### src/rtl/spec_ld_pkg.sv
package spec_ld_pkg;
  typedef enum logic {
    CHK_RELOAD = 1'b0,
    CHK_BRANCH = 1'b1
  } chk_kind_e;

  localparam int unsigned GRAN_LSB = 3;  // 8-byte compare granule
endpackage

### src/rtl/spec_ld_slot.sv
module spec_ld_slot #(
  parameter int unsigned TAG_W  = 7,
  parameter int unsigned ADDR_W = 32,
  parameter int unsigned LSB    = 3
) (
  input  logic              clk_i,
  input  logic              rst_ni,
  input  logic              st_valid_i,
  input  logic [ADDR_W-1:0] st_addr_i,
  input  logic [TAG_W-1:0]  chk_tag_i,
  input  logic [TAG_W-1:0]  adv_tag_i,
  input  logic              rearm_i,
  input  logic              free_i,
  input  logic              wr_i,
  input  logic [ADDR_W-1:0] wr_addr_i,
  output logic              used_o,
  output logic              armed_o,
  output logic              armed_post_o,
  output logic              chk_match_o,
  output logic              adv_match_o
);
  logic              used_q, armed_q;
  logic [TAG_W-1:0]  tag_q;
  logic [ADDR_W-1:0] addr_q;
  logic              st_hit;

  assign st_hit = st_valid_i & used_q & armed_q &
                  (addr_q[ADDR_W-1:LSB] == st_addr_i[ADDR_W-1:LSB]);
  assign armed_post_o = armed_q & ~st_hit;
  assign chk_match_o  = used_q & (tag_q == chk_tag_i);
  assign adv_match_o  = used_q & (tag_q == adv_tag_i);
  assign used_o       = used_q;
  assign armed_o      = armed_q;

  always_ff @(posedge clk_i or negedge rst_ni) begin
    if (!rst_ni) begin
      used_q  <= 1'b0;
      armed_q <= 1'b0;
      tag_q   <= '0;
      addr_q  <= '0;
    end else if (wr_i) begin
      used_q  <= 1'b1;
      armed_q <= 1'b1;
      tag_q   <= adv_tag_i;
      addr_q  <= wr_addr_i;
    end else if (free_i) begin
      used_q  <= 1'b0;
      armed_q <= 1'b0;
    end else begin
      armed_q <= armed_post_o | rearm_i;
    end
  end
endmodule

### src/rtl/spec_ld_victim.sv
module spec_ld_victim #(
  parameter int unsigned N     = 8,
  parameter int unsigned IDX_W = 3
) (
  input  logic             clk_i,
  input  logic             rst_ni,
  input  logic [N-1:0]     used_i,
  input  logic             evict_i,
  output logic [IDX_W-1:0] free_idx_o,
  output logic             full_o,
  output logic [IDX_W-1:0] victim_idx_o
);
  logic [IDX_W-1:0] rr_q;

  assign full_o       = &used_i;
  assign victim_idx_o = rr_q;

  always_comb begin
    free_idx_o = '0;
    for (int i = N - 1; i >= 0; i--) begin
      if (!used_i[i]) free_idx_o = IDX_W'(i);
    end
  end

  always_ff @(posedge clk_i or negedge rst_ni) begin
    if (!rst_ni) rr_q <= '0;
    else if (evict_i) rr_q <= (rr_q == IDX_W'(N - 1)) ? '0 : rr_q + 1'b1;
  end
endmodule

### src/rtl/spec_ld_monitor.sv
module spec_ld_monitor #(
  parameter int unsigned ENTRIES = 8,
  parameter int unsigned TAG_W   = 7,
  parameter int unsigned ADDR_W  = 32
) (
  input  logic              clk_i,
  input  logic              rst_ni,
  input  logic              adv_valid_i,
  input  logic [TAG_W-1:0]  adv_tag_i,
  input  logic [ADDR_W-1:0] adv_addr_i,
  input  logic              st_valid_i,
  input  logic [ADDR_W-1:0] st_addr_i,
  input  logic              chk_valid_i,
  input  logic              chk_branch_i,
  input  logic [TAG_W-1:0]  chk_tag_i,
  output logic              reload_o,
  output logic              recover_o
);
  import spec_ld_pkg::*;
  localparam int unsigned IDX_W = (ENTRIES > 1) ? $clog2(ENTRIES) : 1;

  logic [ENTRIES-1:0] used_vec, armed_vec, armed_post, chk_match, adv_match;
  logic [ENTRIES-1:0] rearm_vec, free_vec, wr_vec;
  logic [IDX_W-1:0]   match_idx, free_idx, victim_idx, alloc_idx;
  logic               adv_hit, table_full, aliased, evict;
  logic               reload_q, recover_q;
  chk_kind_e          kind;

  assign kind    = chk_kind_e'(chk_branch_i);
  assign adv_hit = |adv_match;
  // armed_post already reflects a same-cycle store (store precedes check)
  assign aliased = ~|(chk_match & armed_post);
  assign evict   = adv_valid_i & ~adv_hit & table_full;

  always_comb begin
    match_idx = '0;
    for (int i = 0; i < ENTRIES; i++) begin
      if (adv_match[i]) match_idx = IDX_W'(i);
    end
  end

  assign alloc_idx = adv_hit ? match_idx : (table_full ? victim_idx : free_idx);

  spec_ld_victim #(.N(ENTRIES), .IDX_W(IDX_W)) i_victim (
    .clk_i        (clk_i),
    .rst_ni       (rst_ni),
    .used_i       (used_vec),
    .evict_i      (evict),
    .free_idx_o   (free_idx),
    .full_o       (table_full),
    .victim_idx_o (victim_idx)
  );

  for (genvar g = 0; g < ENTRIES; g++) begin : g_slot
    assign rearm_vec[g] = chk_valid_i & (kind == CHK_RELOAD) & chk_match[g] & ~armed_post[g];
    assign free_vec[g]  = chk_valid_i & (kind == CHK_BRANCH) & chk_match[g] & ~armed_post[g];
    assign wr_vec[g]    = adv_valid_i & (alloc_idx == IDX_W'(g));

    spec_ld_slot #(.TAG_W(TAG_W), .ADDR_W(ADDR_W), .LSB(GRAN_LSB)) i_slot (
      .clk_i        (clk_i),
      .rst_ni       (rst_ni),
      .st_valid_i   (st_valid_i),
      .st_addr_i    (st_addr_i),
      .chk_tag_i    (chk_tag_i),
      .adv_tag_i    (adv_tag_i),
      .rearm_i      (rearm_vec[g]),
      .free_i       (free_vec[g]),
      .wr_i         (wr_vec[g]),
      .wr_addr_i    (adv_addr_i),
      .used_o       (used_vec[g]),
      .armed_o      (armed_vec[g]),
      .armed_post_o (armed_post[g]),
      .chk_match_o  (chk_match[g]),
      .adv_match_o  (adv_match[g])
    );
  end

  always_ff @(posedge clk_i or negedge rst_ni) begin
    if (!rst_ni) begin
      reload_q  <= 1'b0;
      recover_q <= 1'b0;
    end else begin
      reload_q  <= chk_valid_i & (kind == CHK_RELOAD) & aliased;
      recover_q <= chk_valid_i & (kind == CHK_BRANCH) & aliased;
    end
  end

  assign reload_o  = reload_q;
  assign recover_o = recover_q;
endmodule

### config.mk
export PLATFORM = sky130hd
export DESIGN_NAME = spec_ld_monitor
export DESIGN_NICKNAME = d
export VERILOG_FILES = /design/src/rtl/spec_ld_pkg.sv /design/src/rtl/spec_ld_slot.sv /design/src/rtl/spec_ld_victim.sv /design/src/rtl/spec_ld_monitor.sv
export SDC_FILE = /design/constraint.sdc
export NUM_CORES = 1
export LEC_CHECK = 0
export ABC_CLOCK_PERIOD_IN_PS = 3910
export BUFFER_PORTS_ARGS = -buffer_cell sky130_fd_sc_hd__buf_2
export CAP_MARGIN = 20
export CORE_ASPECT_RATIO = 0.75
export CORE_MARGIN = 5
export CORE_UTILIZATION = 50
export CTS_CLUSTER_DIAMETER = 120
export DETAILED_ROUTE_END_ITERATION = 10
export GPL_ROUTABILITY_DRIVEN = 1
export PLACE_DENSITY_LB_ADDON = 0.2
export SYNTH_ARGS = -nofsm -noshare
export SYNTH_HDL_FRONTEND = slang
export SYNTH_SLANG_ARGS = --single-unit
### constraint.sdc
create_clock -name clk_i -period 3.91 [get_ports clk_i]
set_clock_uncertainty 0.05 [all_clocks]
set_input_delay 0.1955 -clock clk_i [delete_from_list [all_inputs] [get_ports clk_i]]
set_output_delay 0.1955 -clock clk_i [all_outputs]
set_load 0.01 [all_outputs]
# [Word level (Yosys, flattened, before mapping)]
# Index checks and enable logic that the tools add are counted.
[word_totals] register_bits=333 output_inout_bits=2 inputBits=84
[classes] n_bitwise=121 addsub=1 muxes=50 n_eq_ne=32 n_reduce_logical=13
[op_table] cell="$eq 29x29->1" n=8
[op_table] cell="$eq 7x7->1" n=16
[op_table] cell="$and 1x1->1" n=94
[op_table] cell="$mux 3" n=15
[op_table] cell="$mux 1" n=33
[op_table] cell="$not 1->1" n=18
[op_table] cell="$reduce_bool 2->1" n=8
[op_table] cell="$reduce_or 8->1" n=2
[op_table] cell="$eq 3x3->1 const B" n=5
[op_table] cell="$and 8x8->8" n=1
[op_table] cell="$or 1x1->1" n=8
[op_table] cell="$reduce_and 8->1" n=1
[op_table] cell="$eq 3x2->1 const B" n=2
[op_table] cell="$mux 2" n=2
[op_table] cell="$add 3x1->3 const B" n=1
[op_table] cell="$eq 3x1->1 const B" n=1
[op_table] cell="$logic_not 3->1" n=1
[op_table] cell="$logic_not 1->1" n=1

# [Longest topological paths before layout]
[depth] ltp_word=13 ltp_mapped=12 depth_no_buf=8

# [Modules after synthesis]
# A second synthesis with hierarchy kept.
[hier_totals] cells_unflattened=1232 hier_area_um2=15730.1
[modules_own_cells] mod="spec_ld_slot" instances=8 cells_per_inst=143 area_per_inst_um2=1884.3 seq_area_each_um2=950.9
[modules_own_cells] mod="spec_ld_monitor" instances=1 cells_per_inst=66 area_per_inst_um2=442.9 seq_area_each_um2=50.0
[modules_own_cells] mod="spec_ld_victim" instances=1 cells_per_inst=22 area_per_inst_um2=212.7 seq_area_each_um2=75.1

# [Worst setup path before layout]
# OpenSTA, ideal clock, no wires.
[synth_path] kind="reg-to-reg" startpoint="register g_slot[2].i_slot.tag_q[5]" endpoint="register g_slot[7].i_slot.addr_q[28]" required_ns=3.735 slack_ns=1.269 synth_period_minus_slack_ns=2.641 t_arrival_ns=2.466 path_buffers=2 stages_incl_launch_ff=11 path_cell_list="dfrtp_1 -> xor2_1 -> nor2_1 -> and4_1 -> nor4_4 -> nand2_1 -> mux2_4 -> nor2_1 -> buf_2 -> buf_4 -> mux2_2"
[synth_via] elab_chain_cells=11
[synth_rtl] element="start, declared" line_no="spec_ld_slot.sv:23" text="logic [TAG_W-1:0] tag_q;"
[synth_rtl] element="start signal, assigned" line_no="spec_ld_slot.sv:44" text="tag_q <= adv_tag_i;"
[synth_rtl] element="$eq 7x7->1 (*)" line_no="spec_ld_slot.sv:31" text="assign adv_match_o = used_q & (tag_q == adv_tag_i);"
[synth_rtl] element="$and 1x1->1 (*)" line_no="spec_ld_slot.sv:31"
[synth_rtl] element="$mux 2 (2 in series)" line_no="spec_ld_monitor.sv:38" text="if (adv_match[i]) match_idx = IDX_W'(i);"
[synth_rtl] element="$mux 3 (4 in series)" line_no="spec_ld_monitor.sv:38"
[synth_rtl] element="$mux 3 (*)" line_no="spec_ld_monitor.sv:42" text="assign alloc_idx = adv_hit ? match_idx : (table_full ? victim_idx : free_idx);"
[synth_rtl] element="$eq 3x3->1 (*)" line_no="spec_ld_monitor.sv:57" text="assign wr_vec[g] = adv_valid_i & (alloc_idx == IDX_W'(g));"
[synth_rtl] element="$and 1x1->1 (*)" line_no="spec_ld_monitor.sv:57"
[synth_rtl] element="end signal, assigned" line_no="spec_ld_slot.sv:45" text="addr_q <= wr_addr_i;"
[synth_rtl] element="end, declared" line_no="spec_ld_slot.sv:24" text="logic [ADDR_W-1:0] addr_q;"
# Mark *: on every way between the ends. The rest lies on a longest branch, timed or not.
# A chain may end at the register's enable or synchronous reset.

# [Worst setup path after layout]
[layout_path] startpoint="register g_slot[3].i_slot.addr_q[25]" endpoint="register recover_q, in the netlist recover_o"
[layout_via] elab_chain_cells=8
[layout_rtl] element="start, declared" line_no="spec_ld_slot.sv:24"
[layout_rtl] element="start signal, assigned" line_no="spec_ld_slot.sv:45"
[layout_rtl] element="$eq 29x29->1" line_no="spec_ld_slot.sv:28" text="(addr_q[ADDR_W-1:LSB] == st_addr_i[ADDR_W-1:LSB]);"
[layout_rtl] element="$and 1x1->1" line_no="spec_ld_slot.sv:27" text="assign st_hit = st_valid_i & used_q & armed_q &"
[layout_rtl] element="$not 1->1" line_no="spec_ld_slot.sv:29" text="assign armed_post_o = armed_q & ~st_hit;"
[layout_rtl] element="$and 1x1->1" line_no="spec_ld_slot.sv:29"
[layout_rtl] element="$and 8x8->8" line_no="spec_ld_monitor.sv:32" text="assign aliased = ~|(chk_match & armed_post);"
[layout_rtl] element="$reduce_or 8->1" line_no="spec_ld_monitor.sv:32"
[layout_rtl] element="$logic_not 1->1" line_no="spec_ld_monitor.sv:32"
[layout_rtl] element="$and 1x1->1" line_no="spec_ld_monitor.sv:84" text="recover_q <= chk_valid_i & (kind == CHK_BRANCH) & aliased;"
[layout_rtl] element="end signal, assigned" line_no="spec_ld_monitor.sv:84"
[layout_rtl] element="end, declared" line_no="spec_ld_monitor.sv:26" text="logic reload_q, recover_q;"
# No other way between the ends.

==> flow_summary_export.csv <==
group,metric,value,unit
synthesis,synth-simple-area-share,0.0727,
clock_tree,numCtsBuffers,31,
pwr,switchingPower,5.64,mW
global_route,grt_pass1_vias,10078,
pwr,pwr-share-clk,0.186,
clock_tree,cts_sinks,309,
pwr,powerDensity,906,nW/um^2
die,fp.dieH,165,microns
drt,wirelength,43400,microns
global_route,grtUsageMet2,0.360,
global_route,antenna_found_initial,0,
placed_design,place.gp.congestion,0.866,
clock_tree,cts_root_buf,"clkbuf_16",
synthesis,synth_top_family_by_area,"multiplexers",
global_route,grt_pass1_wl,66100,microns
synthesis,ys_types,44,
timing,fin_tns_setup,0,ns
setup_path,cp_data_required_time,4.37,ns
layout,finish.utilization,0.574,
global_route,met1_usage,0.386,
timing,final-setup-viol-count,0,
drt,route.detailed.drc,0,
timing,period_minus_slack,3.59,ns
setup_path,cp-end-kind,"flop",
drt,via_count,10203,
setup_path,startpoint_type,"flop",
drt,drt_iter0_markers,949,
layout,area_growth_syn_to_layout,12.8,%
synthesis,synth_edf_count,0,
timing,clock.fmax,0.278,GHz
timing,fin_crit_sh,0.919,
setup_path,crit_path_max_fanout,3,
synthesis,syn_area_per_cell,12.6,sq um
drt,ant_nets,0,
clock_tree,htreeDepth,1,
die,start_util,0.509,
clock_tree,path_clk_slew,0.07,ns
synthesis,synth_flop_cell,"dfrtp_1",
die,num_io_pins,86,
die,coreArea,31400,sq um
pwr,pwr-share-comb,0.440,
timing,final-hold-violation-count,0,
clock_tree,cts_tree,"done",
pwr,p_int,10.7,mW
synthesis,synth_mux_area_frac,0.208,
synthesis,netlist_instances,1268,
drt,first_pass_iters,4,
layout,diodes,0,
die,die_area,35700,sq um
die,die_w,216,microns
pwr,p_leak,7.64,nW
synthesis,yosys_warnings,0,
layout,drive_gt1_frac,0.322,
pwr,pwr-share-seq,0.374,
run_status,outcome,"completed",
global_route,use_met3,0.0535,
global_route,busiest_layer,"met1",
pwr,swShare,0.345,
synthesis,synth_compound_area_frac,0.0156,
synthesis,yosysSeqAreaShare,0.484,
pwr,peakVddDrop,569,uV
synthesis,syn-num-nets,1354,
run,drv_cap,0,
synthesis,synth_xor_area_frac,0.188,
synthesis,synthesis.area,16000,sq um
setup_path,reg2reg_slack,0.32,ns
timing,slew_headroom,0.371,
global_route,grt_max_degree,116,
placed_design,io_buffer_count,79,
synthesis,synth-seq-cells,309,
placed_design,post-dp-hpwl,29700,microns
timing,drv_slew,0,
clock_tree,clk_path_buf_depth,3,
clock_tree,insertion_delay,0.58,ns
clock_tree,cts_resized,0,
setup_path,critical_path_class,"reg -> reg",
global_route,track_usage,0.246,
setup_path,arrival,4.05,ns
layout,nNetsFinal,1431,
drt,wire_per_inst,24.5,microns
synthesis,ys_async_sr_fraction,1.00,
timing,rsz0062_at_grt,"false",
drt,vias_per_cell,5.76,
synthesis,synth_adder_area_share,0.00157,
timing,worstMarginPinSlew,0.935,ns
min_path,hp-class,"in -> reg",
global_route,globalRouteOverflowTotal,0,
die,rows,56,
## per-stage QoR
step	setup slack (ns)	instances	total power, mW	cell area, sq um	hold WS [ns]
after floorplan	1.27	1268	11.6	16000	-0.150
after CTS	0.346	1771	16.4	18000	0.00571
after detailed placement	0.531	1693	13.3	16800	0.179
after global placement	0.582	1693	13.1	16800	0.192
after global routing	0.126	1771	17.3	18000	0.00555
final	0.318	1771	16.3	18000	0.0202
## path summary, 6_finish.rpt
path | from | endpoint | cells past startpoint
min in group asynchronous | rst_ni | g_slot[2].i_slot.tag_q[0]$_DFFE_PN0P_ | 2
setup reg to reg | g_slot[3].i_slot.addr_q[25]$_DFFE_PN0P_ | recover_o$_DFF_PN0_ | 9
hold reg to reg | g_slot[1].i_slot.addr_q[27]$_DFFE_PN0P_ | g_slot[1].i_slot.addr_q[27]$_DFFE_PN0P_ | 1
hold / removal | adv_addr_i[3] | g_slot[1].i_slot.addr_q[3]$_DFFE_PN0P_ | 2
max in group asynchronous | rst_ni | g_slot[1].i_slot.addr_q[19]$_DFFE_PN0P_ | 3
setup / recovery | g_slot[3].i_slot.addr_q[25]$_DFFE_PN0P_ | recover_o$_DFF_PN0_ | 9
## cells by family after synthesis
logic type,count (synthesis)
muxes,291
buffers and inverters,88
xor gates and xnor gates,344
adders and majority gates,2
and+or+nand+nor,202
AOI/OAI and AO/OA,32
DFF,309
## final cells by class
| class | instances | area (sq um) |
|---|---|---|
| Fill cell | 2604 | 13400 |
| Tap cell | 406 | 508 |
| Timing Repair Buffer | 129 | 968 |
| Multi-Input combinational cell | 871 | 7790 |
| Sequential cell | 309 | 7730 |
| Clock inverter | 9 | 131 |
| Clock buffer | 44 | 895 |
| Inverter | 3 | 11.3 |
## layout by cell type (no fill, tap or decap), types with 3 or more instances in the layout
cell type and instances:
mux2_4 11, nand4_1 74, nor2_1 27, dlygate4sd3_1 25, nor3_1 5, mux2_2 265
buf_2 78, a21o_1 4, o41ai_1 7, clkinv_2 3, inv_1 3, xor2_1 191
o21ai_0 5, mux2_1 15, dfrtp_1 309, o211ai_1 6, buf_4 15, buf_12 10
clkbuf_16 31, bufinv_16 3, nand2_1 24, xnor2_1 153, nand3_1 4, clkbuf_1 6
clkbuf_8 7, nand2b_2 3, nor4_1 47
## repair_timing
| action | 4_1_cts | 5_1_grt |
|---|---|---|
| endpoints found under the hold margin | 231 | 0 |
| setup buffers | 0 | 0 |
| hold buffers | 25 | 0 |
## synth_stat cells (2+ instances only)
cell      count  area share
a21o_1        4      0.0019
buf_2        18      0.0056
buf_4        20      0.0094
buf_6         8      0.0056
clkbuf_1     38      0.0089
dfrtp_1     309        0.48
ha_1          2      0.0016
inv_1         3     0.00070
mux2_1       15       0.011
mux2_2      265        0.19
mux2_4       11       0.010
nand2_1      26      0.0061
nand2b_1      5      0.0020
nand3_1       4      0.0013
nand4_1      74       0.029
nor2_1       28      0.0066
nor3_1        5      0.0016
nor3b_1       2     0.00094
nor4_1       47       0.018
o211ai_1      6      0.0028
o21a_1        2     0.00094
o21ai_0       5      0.0016
o41ai_1       7      0.0038
or2_2         2     0.00078
xnor2_1     153       0.084
xor2_1      191        0.10
## flip-flops by register name (all words and copies together) (netlist names)
register,count
g_slot.i_slot.addr_q,232
g_slot.i_slot.armed_o,8
g_slot.i_slot.tag_q,56
g_slot.i_slot.used_o,8
i_victim.victim_idx_o,3
recover_o,1
reload_o,1
## routing by layer
layer  vias up  share of wire  wire [microns]
li1       4594              -               -
met1      5280           0.49           21100
met2       293           0.43           18500
met3        36          0.076            3280
met4         0          0.012             518
met5         -              0               0
## power groups by stage
stage	registers, mW	clock network, mW	logic (mW)
6_report	6.10	3.04	7.19
5_1_grt	6.31	3.25	7.75
4_1_cts	6.10	3.09	7.21
3_5_place_dp	6.15	0	7.15
3_3_place_gp	6.07	0	6.99
2_1_floorplan	5.86	0	5.72
## critical path, cell delays in order (launching register included)
cell,delay [ns]
dfrtp_1,0.38
xor2_1,0.16
nor4_1,0.53
nand4_1,0.42
o41ai_1,0.67
o22ai_1,0.25
nor4_1,0.22
buf_4,0.16
and3_1,0.15
dlygate4sd3_1,0.54
No activity file was read; power rests on OpenSTA's default activity.
